## src/rtl/iqSplitPkg.sv

```systemverilog
package iqSplitPkg;

  // strobes from the sequencer to the datapath
  typedef struct packed {
    logic       loadReal;
    logic       loadImag;
    logic       emitI;
    logic       emitQ;
    logic       zeroOut;
    logic [1:0] mixPh;
  } iqCtrl_t;

endpackage

```

## src/rtl/iqAllpass.sv

```systemverilog
module iqAllpass #(
  parameter int W    = 16,
  parameter int SH_A = 3,
  parameter int SH_B = 4
) (
  input  logic                clk,
  input  logic                rst,
  input  logic                en,
  input  logic signed [W-1:0] xIn,
  output logic signed [W-1:0] yOut
);

  logic signed [W-1:0] xPrev;
  logic signed [W-1:0] diff;
  logic signed [W-1:0] yNext;

  // first-order all-pass, coefficient as a sum of two power-of-two terms
  always_comb begin
    diff  = xIn - yOut;
    yNext = xPrev + (diff >>> SH_A) + (diff >>> SH_B);
  end

  always_ff @(posedge clk) begin
    if (rst) begin
      xPrev <= '0;
      yOut  <= '0;
    end else if (en) begin
      xPrev <= xIn;
      yOut  <= yNext;
    end
  end


  hold_when_idle_chk: assert property (@(posedge clk) disable iff (rst)
    !en |=> $stable(yOut));

endmodule

```

## src/rtl/iqSplitCtrl.sv

```systemverilog
module iqSplitCtrl
  import iqSplitPkg::*;
#(
  parameter int FILL_PAIRS = 2
) (
  input  logic    clk,
  input  logic    rst,
  output iqCtrl_t ctl,
  output logic    strobe
);

  localparam int CW = $clog2(FILL_PAIRS + 2);
  localparam logic [CW-1:0] CNT_TOP  = CW'(FILL_PAIRS + 1);
  localparam logic [CW-1:0] CNT_FILL = CW'(FILL_PAIRS);

  logic          sel;      // 0: real sample this edge, 1: imaginary
  logic [CW-1:0] pairCnt;  // completed pairs, saturating
  logic [1:0]    mixPh;
  logic          emitI;
  logic          emitQ;

  always_comb begin
    emitI        = !sel && (pairCnt != '0);
    emitQ        = sel && strobe;
    ctl.loadReal = !sel;
    ctl.loadImag = sel;
    ctl.emitI    = emitI;
    ctl.emitQ    = emitQ;
    ctl.zeroOut  = (pairCnt <= CNT_FILL);
    ctl.mixPh    = mixPh;
  end

  always_ff @(posedge clk) begin
    if (rst) begin
      sel     <= 1'b0;
      pairCnt <= '0;
      mixPh   <= 2'd0;
      strobe  <= 1'b0;
    end else begin
      sel    <= !sel;
      strobe <= emitI;
      if (sel && (pairCnt != CNT_TOP)) pairCnt <= pairCnt + CW'(1);
      if (emitQ) mixPh <= mixPh + 2'd1;
    end
  end


  sel_alt_hi_chk: assert property (@(posedge clk) disable iff (rst)
    sel |=> !sel);

  sel_alt_lo_chk: assert property (@(posedge clk) disable iff (rst)
    !sel |=> sel);

  strobe_single_chk: assert property (@(posedge clk) disable iff (rst)
    strobe |=> !strobe);

  mix_step_chk: assert property (@(posedge clk) disable iff (rst)
    !(sel && strobe) |=> $stable(mixPh));

endmodule

```

## src/rtl/iqSplitPath.sv

```systemverilog
module iqSplitPath
  import iqSplitPkg::*;
#(
  parameter int IN_W  = 8,
  parameter int FRAC  = 4,
  parameter int W     = 16,
  parameter int RE_SA = 3,
  parameter int RE_SB = 4,
  parameter int IM_SA = 1,
  parameter int IM_SB = 3
) (
  input  logic            clk,
  input  logic            rst,
  input  iqCtrl_t         ctl,
  input  logic            mode,
  input  logic [IN_W-1:0] dataIn,
  output logic [IN_W-1:0] dataOut
);

  localparam int PAD = W - IN_W - FRAC;
  localparam logic signed [W+1:0] HALF = (W+2)'(1) <<< (FRAC - 1);
  localparam logic signed [W+1:0] OMAX = (W+2)'((1 << (IN_W - 1)) - 1);
  localparam logic signed [W+1:0] OMIN = (W+2)'(-(1 << (IN_W - 1)));

  logic signed [W-1:0]  xExt;
  logic signed [W-1:0]  yBr [2];
  logic [1:0]           brEn;
  logic signed [W:0]    reW, imW, rotI, rotQ;
  logic signed [IN_W-1:0] satI, satQ, qHold;

  assign xExt = {{PAD{dataIn[IN_W-1]}}, dataIn, {FRAC{1'b0}}};
  assign brEn = {ctl.loadImag, ctl.loadReal};

  for (genvar b = 0; b < 2; b++) begin : gBranch
    localparam int SA = (b == 0) ? RE_SA : IM_SA;
    localparam int SB = (b == 0) ? RE_SB : IM_SB;
    iqAllpass #(.W(W), .SH_A(SA), .SH_B(SB)) ap_i (
      .clk (clk),
      .rst (rst),
      .en  (brEn[b]),
      .xIn (xExt),
      .yOut(yBr[b])
    );
  end

  function automatic logic signed [IN_W-1:0] roundSat(input logic signed [W:0] v);
    logic signed [W+1:0] t;
    t = ($signed({v[W], v}) + HALF) >>> FRAC;
    if (t > OMAX)      t = OMAX;
    else if (t < OMIN) t = OMIN;
    return t[IN_W-1:0];
  endfunction

  always_comb begin
    reW = {yBr[0][W-1], yBr[0]};
    imW = {yBr[1][W-1], yBr[1]};
    rotI = reW;
    rotQ = imW;
    if (mode) begin
      case (ctl.mixPh)
        2'd1:    begin rotI = imW;  rotQ = -reW; end
        2'd2:    begin rotI = -reW; rotQ = -imW; end
        2'd3:    begin rotI = -imW; rotQ = reW;  end
        default: begin rotI = reW;  rotQ = imW;  end
      endcase
    end
    satI = roundSat(rotI);
    satQ = roundSat(rotQ);
  end

  always_ff @(posedge clk) begin
    if (rst) begin
      dataOut <= '0;
      qHold   <= '0;
    end else if (ctl.emitI) begin
      dataOut <= ctl.zeroOut ? '0 : satI;
      qHold   <= ctl.zeroOut ? '0 : satQ;
    end else if (ctl.emitQ) begin
      dataOut <= qHold;
    end else begin
      dataOut <= '0;
    end
  end


  fill_zero_chk: assert property (@(posedge clk) disable iff (rst)
    (ctl.emitI && ctl.zeroOut) |=> (dataOut == '0));

  q_from_hold_chk: assert property (@(posedge clk) disable iff (rst)
    ctl.emitQ |=> (dataOut == $past(qHold)));

endmodule

```

## src/rtl/iqSplitTop.sv

```systemverilog
module iqSplitTop
  import iqSplitPkg::*;
#(
  parameter int IN_W       = 8,
  parameter int FRAC       = 4,
  parameter int ACC_W      = 16,
  parameter int FILL_PAIRS = 2
) (
  input  logic            clk,
  input  logic            rst,
  input  logic            ifMode,
  input  logic [IN_W-1:0] sampleIn,
  output logic [IN_W-1:0] iqOut,
  output logic            iqIsI
);

  iqCtrl_t ctl;

  iqSplitCtrl #(.FILL_PAIRS(FILL_PAIRS)) ctrl_i (
    .clk   (clk),
    .rst   (rst),
    .ctl   (ctl),
    .strobe(iqIsI)
  );

  iqSplitPath #(.IN_W(IN_W), .FRAC(FRAC), .W(ACC_W)) path_i (
    .clk    (clk),
    .rst    (rst),
    .ctl    (ctl),
    .mode   (ifMode),
    .dataIn (sampleIn),
    .dataOut(iqOut)
  );


  reset_quiet_chk: assert property (@(posedge clk)
    rst |=> ((iqOut == '0) && !iqIsI));

endmodule

```

## config.mk

```make
export PLATFORM = sky130hd
export DESIGN_NAME = iqSplitTop
export DESIGN_NICKNAME = d
export VERILOG_FILES = /design/src/rtl/iqSplitPkg.sv /design/src/rtl/iqAllpass.sv /design/src/rtl/iqSplitCtrl.sv /design/src/rtl/iqSplitPath.sv /design/src/rtl/iqSplitTop.sv
export SDC_FILE = /design/constraint.sdc
export NUM_CORES = 1
export LEC_CHECK = 0
export ABC_AREA = 1
export BUFFER_PORTS_ARGS = -buffer_cell sky130_fd_sc_hd__buf_2
export CORE_ASPECT_RATIO = 0.5
export CORE_MARGIN = 2
export CORE_UTILIZATION = 50
export CTS_BUF_LIST = sky130_fd_sc_hd__clkbuf_8
export DETAILED_ROUTE_END_ITERATION = 8
export PLACE_DENSITY = 0.66
export SYNTH_ARGS = -nofsm -noshare
export SYNTH_HDL_FRONTEND = slang
export SYNTH_SLANG_ARGS = --single-unit
```

## constraint.sdc

```tcl
create_clock -name clk -period 10.1 [get_ports clk]
set_input_delay 1.01 -clock clk [delete_from_list [all_inputs] [get_ports clk]]
set_output_delay 1.01 -clock clk [all_outputs]
set_load 0.01 [all_outputs]
```

Yosys cells after proc, flatten, opt, wreduce, memory -nomap -nowiden --
Index checks and enable logic that the tools add are counted.
Word-level totals: register bits 69, output and inout port bits 9, word-level logic and storage cells 48, input port bits 11
Cells by class: order comparisons 5, add/subtract/negate cells 12, reduce and logical (&&, ||, !) cells 5, equality and inequality tests 4, mux-type cells 12
Operators by type and width (number):
- 17-bit case mux with 3 select lines | 2
- 8-bit two-way mux | 8
- 17-bit by 5-bit adder with 18-bit output (second input constant) | 2
- 17-bit two-way mux | 2
- 14-bit by 8-bit > comparator with 1-bit output (second input constant) | 2
- 14-bit by 8-bit < comparator with 1-bit output (second input constant) | 2
- 15-bit negator with 17-bit output | 1
- 16-bit negator with 17-bit output | 1
- 12-bit by 15-bit adder with 16-bit output | 1
- 16-bit by 13-bit adder with 16-bit output | 1
- 12-bit by 15-bit subtractor with 16-bit output | 1
- 12-bit by 16-bit subtractor with 16-bit output | 1
- 14-bit by 12-bit adder with 15-bit output | 1
- 12-bit by 13-bit adder with 14-bit output | 1
- 2-bit by 1-bit adder with 2-bit output (second input constant) | 2
- 2-bit == test (second input constant) | 2
- 1-bit logical AND | 3
- 2-bit by 1-bit == test with 1-bit output (second input constant) | 1
- 2-bit less-or-equal comparator (second input constant) | 1
- 2-bit inequality test (second input constant) | 1
- 2-bit nonzero test | 1
- 1-bit zero test | 1

Longest topological paths before layout --
Gate-level depths: netlist (run 1).
depth after elaboration 9, depth in mapped cells 35, mapped depth without buffers 35

By module --
A second synthesis (run 1) with hierarchy kept.
Second synthesis, totals: cells, all modules 1406, area total of the unflattened synthesis 9001.1 um^2
By module, submodules not included:
- iqAllpass at path_i.gBranch[1].ap_i | seq. area each 640.6 um^2, cells an instance 411, area each 2972.9 um^2, times used 1
- iqAllpass at path_i.gBranch[0].ap_i | seq. area each 640.6 um^2, cells an instance 410, area each 2917.8 um^2, times used 1
- iqSplitPath | seq. area each 320.3 um^2, cells an instance 544, area each 2783.9 um^2, times used 1
- iqSplitCtrl | seq. area each 120.1 um^2, cells an instance 41, area each 326.6 um^2, times used 1

Worst setup path before layout (run 1) --
OpenSTA, ideal clock, no wires.
kind input port to flip-flop, start point in sampleIn[0], end point reg path_i.gBranch[0].ap_i.yOut[13], buffers on the path 0, library setup time 0.056 ns, arrival 4.534 ns, required time 10.044 ns, cell stages on the path 31, path slack 5.510 ns, cell sequence ha_1 -> nand2_1 -> nand2_1 -> a21o_1 -> nand2_1 -> nand2_1 -> nand2_1 -> nand2_1 -> nand2_1 -> nand2_1 -> nand2_1 -> nand2_2 -> xor2_1 -> inv_1 -> fa_1 -> inv_1 -> ha_1 -> nand2_1 -> o21ai_0 -> inv_1 -> o21a_1 -> nor2_1 -> o21ai_0 -> nand2_1 -> nand2_1 -> nand2_1 -> a21oi_1 -> or2_2 -> nand2_1 -> nand2_1 -> inv_1
Between the ends: longest elaborated chain between the ends 3
RTL lines:
- from (decl) | line iqSplitTop.sv:12 | input logic [IN_W-1:0] sampleIn,
- 12-bit by 15-bit subtractor with 16-bit output * | line iqAllpass.sv:19 | diff = xIn - yOut;
- 12-bit by 13-bit adder with 14-bit output | line iqAllpass.sv:20 | yNext = xPrev + (diff >>> SH_A) + (diff >>> SH_B);
- 14-bit by 12-bit adder with 15-bit output * | line iqAllpass.sv:20
- to (signal assigned) | line iqAllpass.sv:29 | yOut <= yNext;
- to (decl) | line iqAllpass.sv:10 | output logic signed [W-1:0] yOut
Mark *: on every way between the ends. The rest lies on a longest branch, timed or not. A chain may end at the register's enable or synchronous reset.

Worst setup path after layout (run 1) --
Ends and elaborated chain as after synthesis.

==> out/metrics.yaml, run 1 <==
fp.coreArea_um2: 14500
cts-htree-levels: 3
crit_fanout: 6
dp_cells: 1359
power_density_nw_per_um2: 371
ant_nets: 0
clk_pin_slew_ns: 0.10
path_common_cell: "nand2_1"
cap_violations: 0
holdBufCountCts: 0
die_x_um: 177
p_leak_nw: 3.90
syn_area_per_cell_um2: 6.45
ys_types: 47
met1_length_um: 10300
holdPathEnd: "path_i.qHold[7]$_SDFFE_PP0P_"
min_path_cells: 2
place_congestion: 0.915
firstDrtPassIters: 6
nets: 1269
ir_worst_vdd_v: 0.000171
status: "completed"
worstPathArrival_ns: 5.04
hold_start: "path_i.qHold[7]$_SDFFE_PP0P_"
tns_ns: 0
netSwitchingPower_mw: 1.67
synth_warnings: 0
root_buffer: "clkbuf_8"
p_sw_share_pct: 56.9
drc: 0
start_util_pct: 51.6
clock_power_share_pct: 7.6
grt_pass1_vias: 6898
tritoncts: "built"
synthFlopType: "dfxtp_1"
drt-vias-per-instance: 5.40
fp-row-count: 31
drive_gt1_share_pct: 11.0
dp_hpwl_um: 17000
skew_ns: 0.0209
via_count: 7413
nFillCells: 1470
cts_buffers: 9
worstSetupEndpointType: "register"
area_growth_pct: 5.55
slowest_stage: "fa_1"
routed-wl-met2_um: 8410
r2r_end: "path_i.gBranch[0].ap_i.yOut[13]$_SDFFE_PP0N_"
hold_violations: 0
wl_met3_um: 1950
finalSetupViolCount: 0
min_path_type: "reg2reg"
path_class: "in2reg"
worstMarginPinSlew_ns: 1.12
comb_power_share_pct: 78.8
grt_pass1_wl_um: 34500
synth.area.top_cells: "dfxtp_1 (18%), nand2_1 (15%), ha_1 (11%)"
r2r_cells: 32
async_flop_share_pct: 0
wl_per_cell_um: 15.4
final_cells: 1374
max_stage_delay_ns: 0.48
syn_nets: 1261
seq_area_um2: 1380
synth_cells: 1164
rsz0062_at_grt: "false"
maxSlewViolCount: 0
synth_top_area_share_pct: 18.4
clock_latency_ns: 0.37
portBuffers: 19
grt_max_degree: 46
post_cts.repair.setup_buffers: 0
clock_sinks: 69
yosys_register_bits: 69
cts_max_path_buffers: 2
reg2reg_slack_ns: 5.39
fin_crit_ns: 4.73
grt_remaining_overflow: 0
grt_usage_pct: 27.4
fmax_ghz: 0.211
slew-limit-headroom_pct: 25.3
synth_area_leader_cell: "dfxtp_1"
synth_common_cells: "nand2_1 (292), inv_1 (167), nand3_1 (109)"
antennaDiodeCount: 0
period_share_pct: 46.8
drtIter0Drc: 711
synth.most_common_cell: "nand2_1"
crit-reg2reg-launch: "path_i.gBranch[0].ap_i.yOut[4]$_SDFFE_PP0N_"
ys_seq_area_share_pct: 18.4
synth-edff-count: 0
intPower_mw: 1.27
syn_area_um2: 7500
startpoint_type: "primary input"
pwr-share-seq_pct: 13.5
top_layer: "met4"
wl_um: 21100
die_h_um: 90.6
antenna_found_initial: 0
cts_resized: 0
cp.required_ns: 10.41
multiInputGateArea_um2: 5320
dieArea_um2: 16100
io_pins: 20
-- kinds of logic after synthesis --
family,count (synthesis),share of synthesized area [%]
simple gates,578,35.7
buf+inv,205,10.7
compound gates,188,14.4
fa+ha+maj,86,16.3
flops,69,18.4
xor+xnor,38,4.44
-- power by group through the flow --
stage                     sequential [mW]  combinational [mW]  clock [mW]
after CTS                           0.394                2.29       0.228
after detailed placement            0.400                2.28           0
final                               0.398                2.32       0.224
after global placement              0.399                2.24           0
after global routing                0.402                2.64       0.240
after floorplan                     0.375                1.80           0
-- worst max path at each step --
stage | startpoint | to | cells after the start
3_5_place_dp | sampleIn[0] | path_i.gBranch[0].ap_i.yOut[13]$_SDFFE_PP0N_ | 32
2_1_floorplan | sampleIn[0] | path_i.gBranch[0].ap_i.yOut[13]$_SDFFE_PP0N_ | 31
6_report | sampleIn[0] | path_i.gBranch[0].ap_i.yOut[13]$_SDFFE_PP0N_ | 32
4_1_cts | sampleIn[0] | path_i.gBranch[0].ap_i.yOut[13]$_SDFFE_PP0N_ | 32
5_1_grt | path_i.gBranch[0].ap_i.yOut[4]$_SDFFE_PP0N_ | path_i.gBranch[0].ap_i.yOut[13]$_SDFFE_PP0N_ | 32
3_3_place_gp | sampleIn[0] | path_i.gBranch[0].ap_i.yOut[13]$_SDFFE_PP0N_ | 32
-- state kept, by name, summed over array words and instances, names as in the netlist --
name / count
path_i.gBranch.ap_i.xPrev: 16
path_i.dataOut: 8
ctrl_i.pairCnt: 2
ctrl_i.mixPh: 2
ctrl_i.strobe: 1
path_i.gBranch.ap_i.yOut: 31
path_i.qHold: 8
ctrl_i.sel: 1
-- routing by layer --
metal / vias up / GRT usage, %
met5: - / 0
met4: 0 / 7.58
met3: 28 / 4.97
met2: 268 / 40.3
met1: 3347 / 40.5
li1: 3770 / -
-- layout make-up --
type / instances / area share, %
Timing Repair Buffer: 23 / 1.58
Clock inverter: 5 / 0.458
Multi-Input combinational cell: 890 / 67.2
Clock buffer: 10 / 1.74
Sequential cell: 69 / 17.4
Tap cell: 198 / 3.13
Inverter: 179 / 8.48
-- placed cells by master (no fill, tap or decap), types with 12 or more instances in the layout --
cell type  count
nand2_1      292
inv_1        167
nand3_1      109
nor2_1        90
a21oi_1       77
dfxtp_1       69
ha_1          66
o21ai_0       51
xor2_1        27
nand2_2       21
fa_1          20
buf_2         19
o22ai_1       16
a21oi_2       14
nor2_2        12
-- through the flow --
stage	instance area [um2]	total power, mW	hold WS [ns]	utilization [%]	setup slack (ns)
2_1_floorplan	7500	2.18	0.445	-	5.51
3_5_place_dp	7740	2.68	0.457	53.2	4.99
5_1_grt	7920	3.28	0.495	54.4	4.81
4_1_cts	7920	2.91	0.476	54.4	5.38
6_report	7920	2.94	0.474	54.4	5.37
3_3_place_gp	7740	2.64	0.457	53.2	5.15
-- worst max-delay path: cells and delay by family --
kind | cells | cell delay [ns]
compound gates | 5 | 0.79
fa+ha+maj | 3 | 1.16
buf+inv | 5 | 0.37
xor+xnor | 1 | 0.24
simple gates | 18 | 1.48
(Power assumes the default switching activity.)
==> inputs of run 2 (changes only) <==
- clock period: 10.1 -> 4.85 ns (I/O delays scaled with it)
==> out/metrics.yaml, run 2 (synthesized netlist as in run 1, its figures left out) <==
largest_register_ffs: 31  # unchanged
grt_use_met3_pct: 5.05  # +0.084 points
cts_max_path_buffers: 2  # unchanged
r2r_cells: 24  # -25%
slowest_stage: "dfxtp_1"
die_x_um: 177  # unchanged
pwr-share-seq_pct: 13.2  # -0.3 points
comb_power_share_pct: 78.6  # -0.2 points
wl_per_cell_um: 15.6  # +1.7%
path_common_cell: "nand2_1"
crit-reg2reg-launch: "path_i.gBranch[1].ap_i.yOut[7]$_SDFFE_PP0P_"
tns_ns: 0  # unchanged
drtIter0Drc: 592  # -17%
finalSetupViolCount: 0  # unchanged
cp-startpoint: "path_i.gBranch[1].ap_i.yOut[7]$_SDFFE_PP0P_"
netSwitchingPower_mw: 3.52  # +110%
cts-htree-levels: 3  # unchanged
final_cells: 1380  # +0.44%
drive_gt1_share_pct: 12.0  # +1.0 points
start_util_pct: 51.6  # unchanged
hold_violations: 0  # unchanged
ant_nets: 0  # unchanged
worstMarginPinSlew_ns: 0.988  # -0.133 ns
root_buffer: "clkbuf_8"
final_common_cell: "nand2_1"
crit_end: "path_i.gBranch[1].ap_i.yOut[14]$_SDFFE_PP0P_"
clk_pin_slew_ns: 0.10  # about the same
use_met1_pct: 41.5  # +0.95 points
drc: 0  # unchanged
dp_hpwl_um: 17100  # +0.93%
startpoint_type: "register"
final_core_util_pct: 55.0  # +0.59 points
holdBufCountCts: 0  # unchanged
period_share_pct: 91.8
die_h_um: 90.6  # unchanged
cts_buffers: 9  # unchanged
path_class: "reg2reg"
via_count: 7468  # +0.74%
grt_remaining_overflow: 0  # unchanged
path_cells: "inv_1 > ha_1 > nand2_1 > inv_1 > nand4_1 > nand3_1 > a21o_1 > a21oi_1 > nor2_1 > o21ai_0 > nand2_1 > nand2_1 > inv_1 > nor2_1 > fa_1 > ha_1 > a21oi_1 > a21boi_0 > o21ai_0 > nand2_1 > nand2_1 > a21oi_1 > xor2_1 > a21oi_1"
maxSlewViolCount: 0  # unchanged
antenna_found_initial: 0  # unchanged
grt_usage_pct: 28.0  # +0.58 points
p_leak_nw: 3.95  # +1.3%
fp.coreArea_um2: 14500  # unchanged
regMostFlops: "path_i.gBranch.ap_i.yOut"
portBuffers: 19  # unchanged
clock_power_share_pct: 8.3  # +0.7 points
worstSetupEndpointType: "register"
grt_pass1_vias: 6880  # -0.26%
skew_ns: 0.0206  # -0.000298 ns
worstPathArrival_ns: 4.72  # -0.32 ns
clock_latency_ns: 0.38  # about the same
firstDrtPassIters: 6  # unchanged
nFillCells: 1510  # +2.7%
status: "completed"
r2r_end: "path_i.gBranch[1].ap_i.yOut[14]$_SDFFE_PP0P_"
power_density_nw_per_um2: 777  # +110%
antennaDiodeCount: 0  # unchanged
layout_common_cells: "nand2_1 (292), inv_1 (167), nand3_1 (109)"
post_cts.repair.setup_buffers: 0  # unchanged
dp_cells: 1364  # +0.37%
max_stage_delay_ns: 0.45  # -0.03 ns
rsz0062_at_grt: "false"
dieArea_um2: 16100  # unchanged
grt_max_degree: 46  # unchanged
fp-row-count: 31  # unchanged
intPower_mw: 2.70  # +110%
cap_violations: 0  # unchanged
busiest_layer: "met2"
p_sw_share_pct: 56.6  # -0.29 points
io_pins: 20  # unchanged
grt_pass1_wl_um: 34900  # +1.2%
cts_resized: 0  # unchanged
clock_sinks: 69  # unchanged
fmax_ghz: 0.225
area_growth_pct: 6.70
use_met2_pct: 41.9  # +1.7 points
nets: 1274  # +0.39%
ir_worst_vdd_v: 0.000342  # +100%
tritoncts: "built"
top_regs: "path_i.gBranch.ap_i.yOut: 31 flops, path_i.gBranch.ap_i.xPrev: 16 flops"
crit_fanout: 5  # -1
place_congestion: 0.957  # +4.6%
drt-vias-per-instance: 5.41  # +0.30%
fin_crit_ns: 4.45
slew-limit-headroom_pct: 34.1  # +8.8 points
wl_um: 21600  # +2.2%
min_path_type: "in2reg"
reg2reg_slack_ns: 0.40  # -4.99 ns
cp.required_ns: 5.12  # -5.29 ns
## run 2: cell types whose count changed in the layout (fill, tap and decap cells not counted), sizes merged
cell	delta
clkinv	+2
bufinv	+1
inv	+1
clkbuf	-1
buf	+5
clkinvlp	-2
## run 2: how the worst min path moves through the flow
stage               cells past startpoint  slack (ns)                                           end                          from
CTS                                     3        0.42  path_i.gBranch[1].ap_i.xPrev[6]$_SDFFE_PP0P_                   sampleIn[2]
finish                                  3        0.43  path_i.gBranch[1].ap_i.xPrev[9]$_SDFFE_PP0P_                   sampleIn[5]
floorplan                               2        0.45                  path_i.dataOut[7]$_SDFF_PP0_  path_i.qHold[7]$_SDFFE_PP0P_
global route                            3        0.44  path_i.gBranch[1].ap_i.xPrev[9]$_SDFFE_PP0P_                   sampleIn[5]
global placement                        2        0.46                  path_i.qHold[7]$_SDFFE_PP0P_  path_i.qHold[7]$_SDFFE_PP0P_
detailed placement                      2        0.46                  path_i.dataOut[7]$_SDFF_PP0_  path_i.qHold[7]$_SDFFE_PP0P_
## run 2: final cells by class
| class | instances | area (um2) | share of cell area, % |
|---|---|---|---|
| clock inverter | 7 | 73.8 | 0.922 |
| clock buffer | 9 | 124 | 1.55 |
| timing repair buffer | 28 | 163 | 2.03 |
| inverter | 179 | 672 | 8.39 |
| sequential | 69 | 1390 | 17.3 |
| multi-input combinational | 890 | 5340 | 66.7 |
| tap | 198 | 248 | 3.09 |
## run 2: layer usage
| layer | vias to the layer above | wire length [um] |
|---|---|---|
| met1 | 3379 | 10600 |
| met3 | 21 | 1910 |
| met2 | 283 | 8830 |
| met4 | 0 | 268 |
| met5 | - | 0 |
| li1 | 3785 | - |
## run 2: worst max-delay path: cells and delay by family (launching register included)
family	cells	cell delay, ns
AOI/OAI and AO/OA	8	1.39
adders and majority gates	3	1.20
and+or+nand+nor	9	0.82
DFF	1	0.45
buffers and inverters	3	0.28
xor gates and xnor gates	1	0.20
## run 2: through the flow
stage	setup WS, ns	hold slack [ns]	instance area (um2)	total power [mW]
after detailed placement	0.313	0.462	7780	5.58
after global routing	0.00148	0.437	8010	6.93
after CTS	0.346	0.420	7980	6.13
after global placement	0.417	0.456	7780	5.53
after floorplan	0.785	0.445	7500	4.54
final	0.399	0.431	8010	6.22
## run 2: power by group through the flow
stage | logic, mW | registers [mW] | clock network, mW
2_1_floorplan | 3.76 | 0.782 | 0
3_3_place_gp | 4.71 | 0.822 | 0
3_5_place_dp | 4.76 | 0.823 | 0
4_1_cts | 4.79 | 0.810 | 0.522
5_1_grt | 5.55 | 0.831 | 0.547
6_report | 4.88 | 0.819 | 0.514
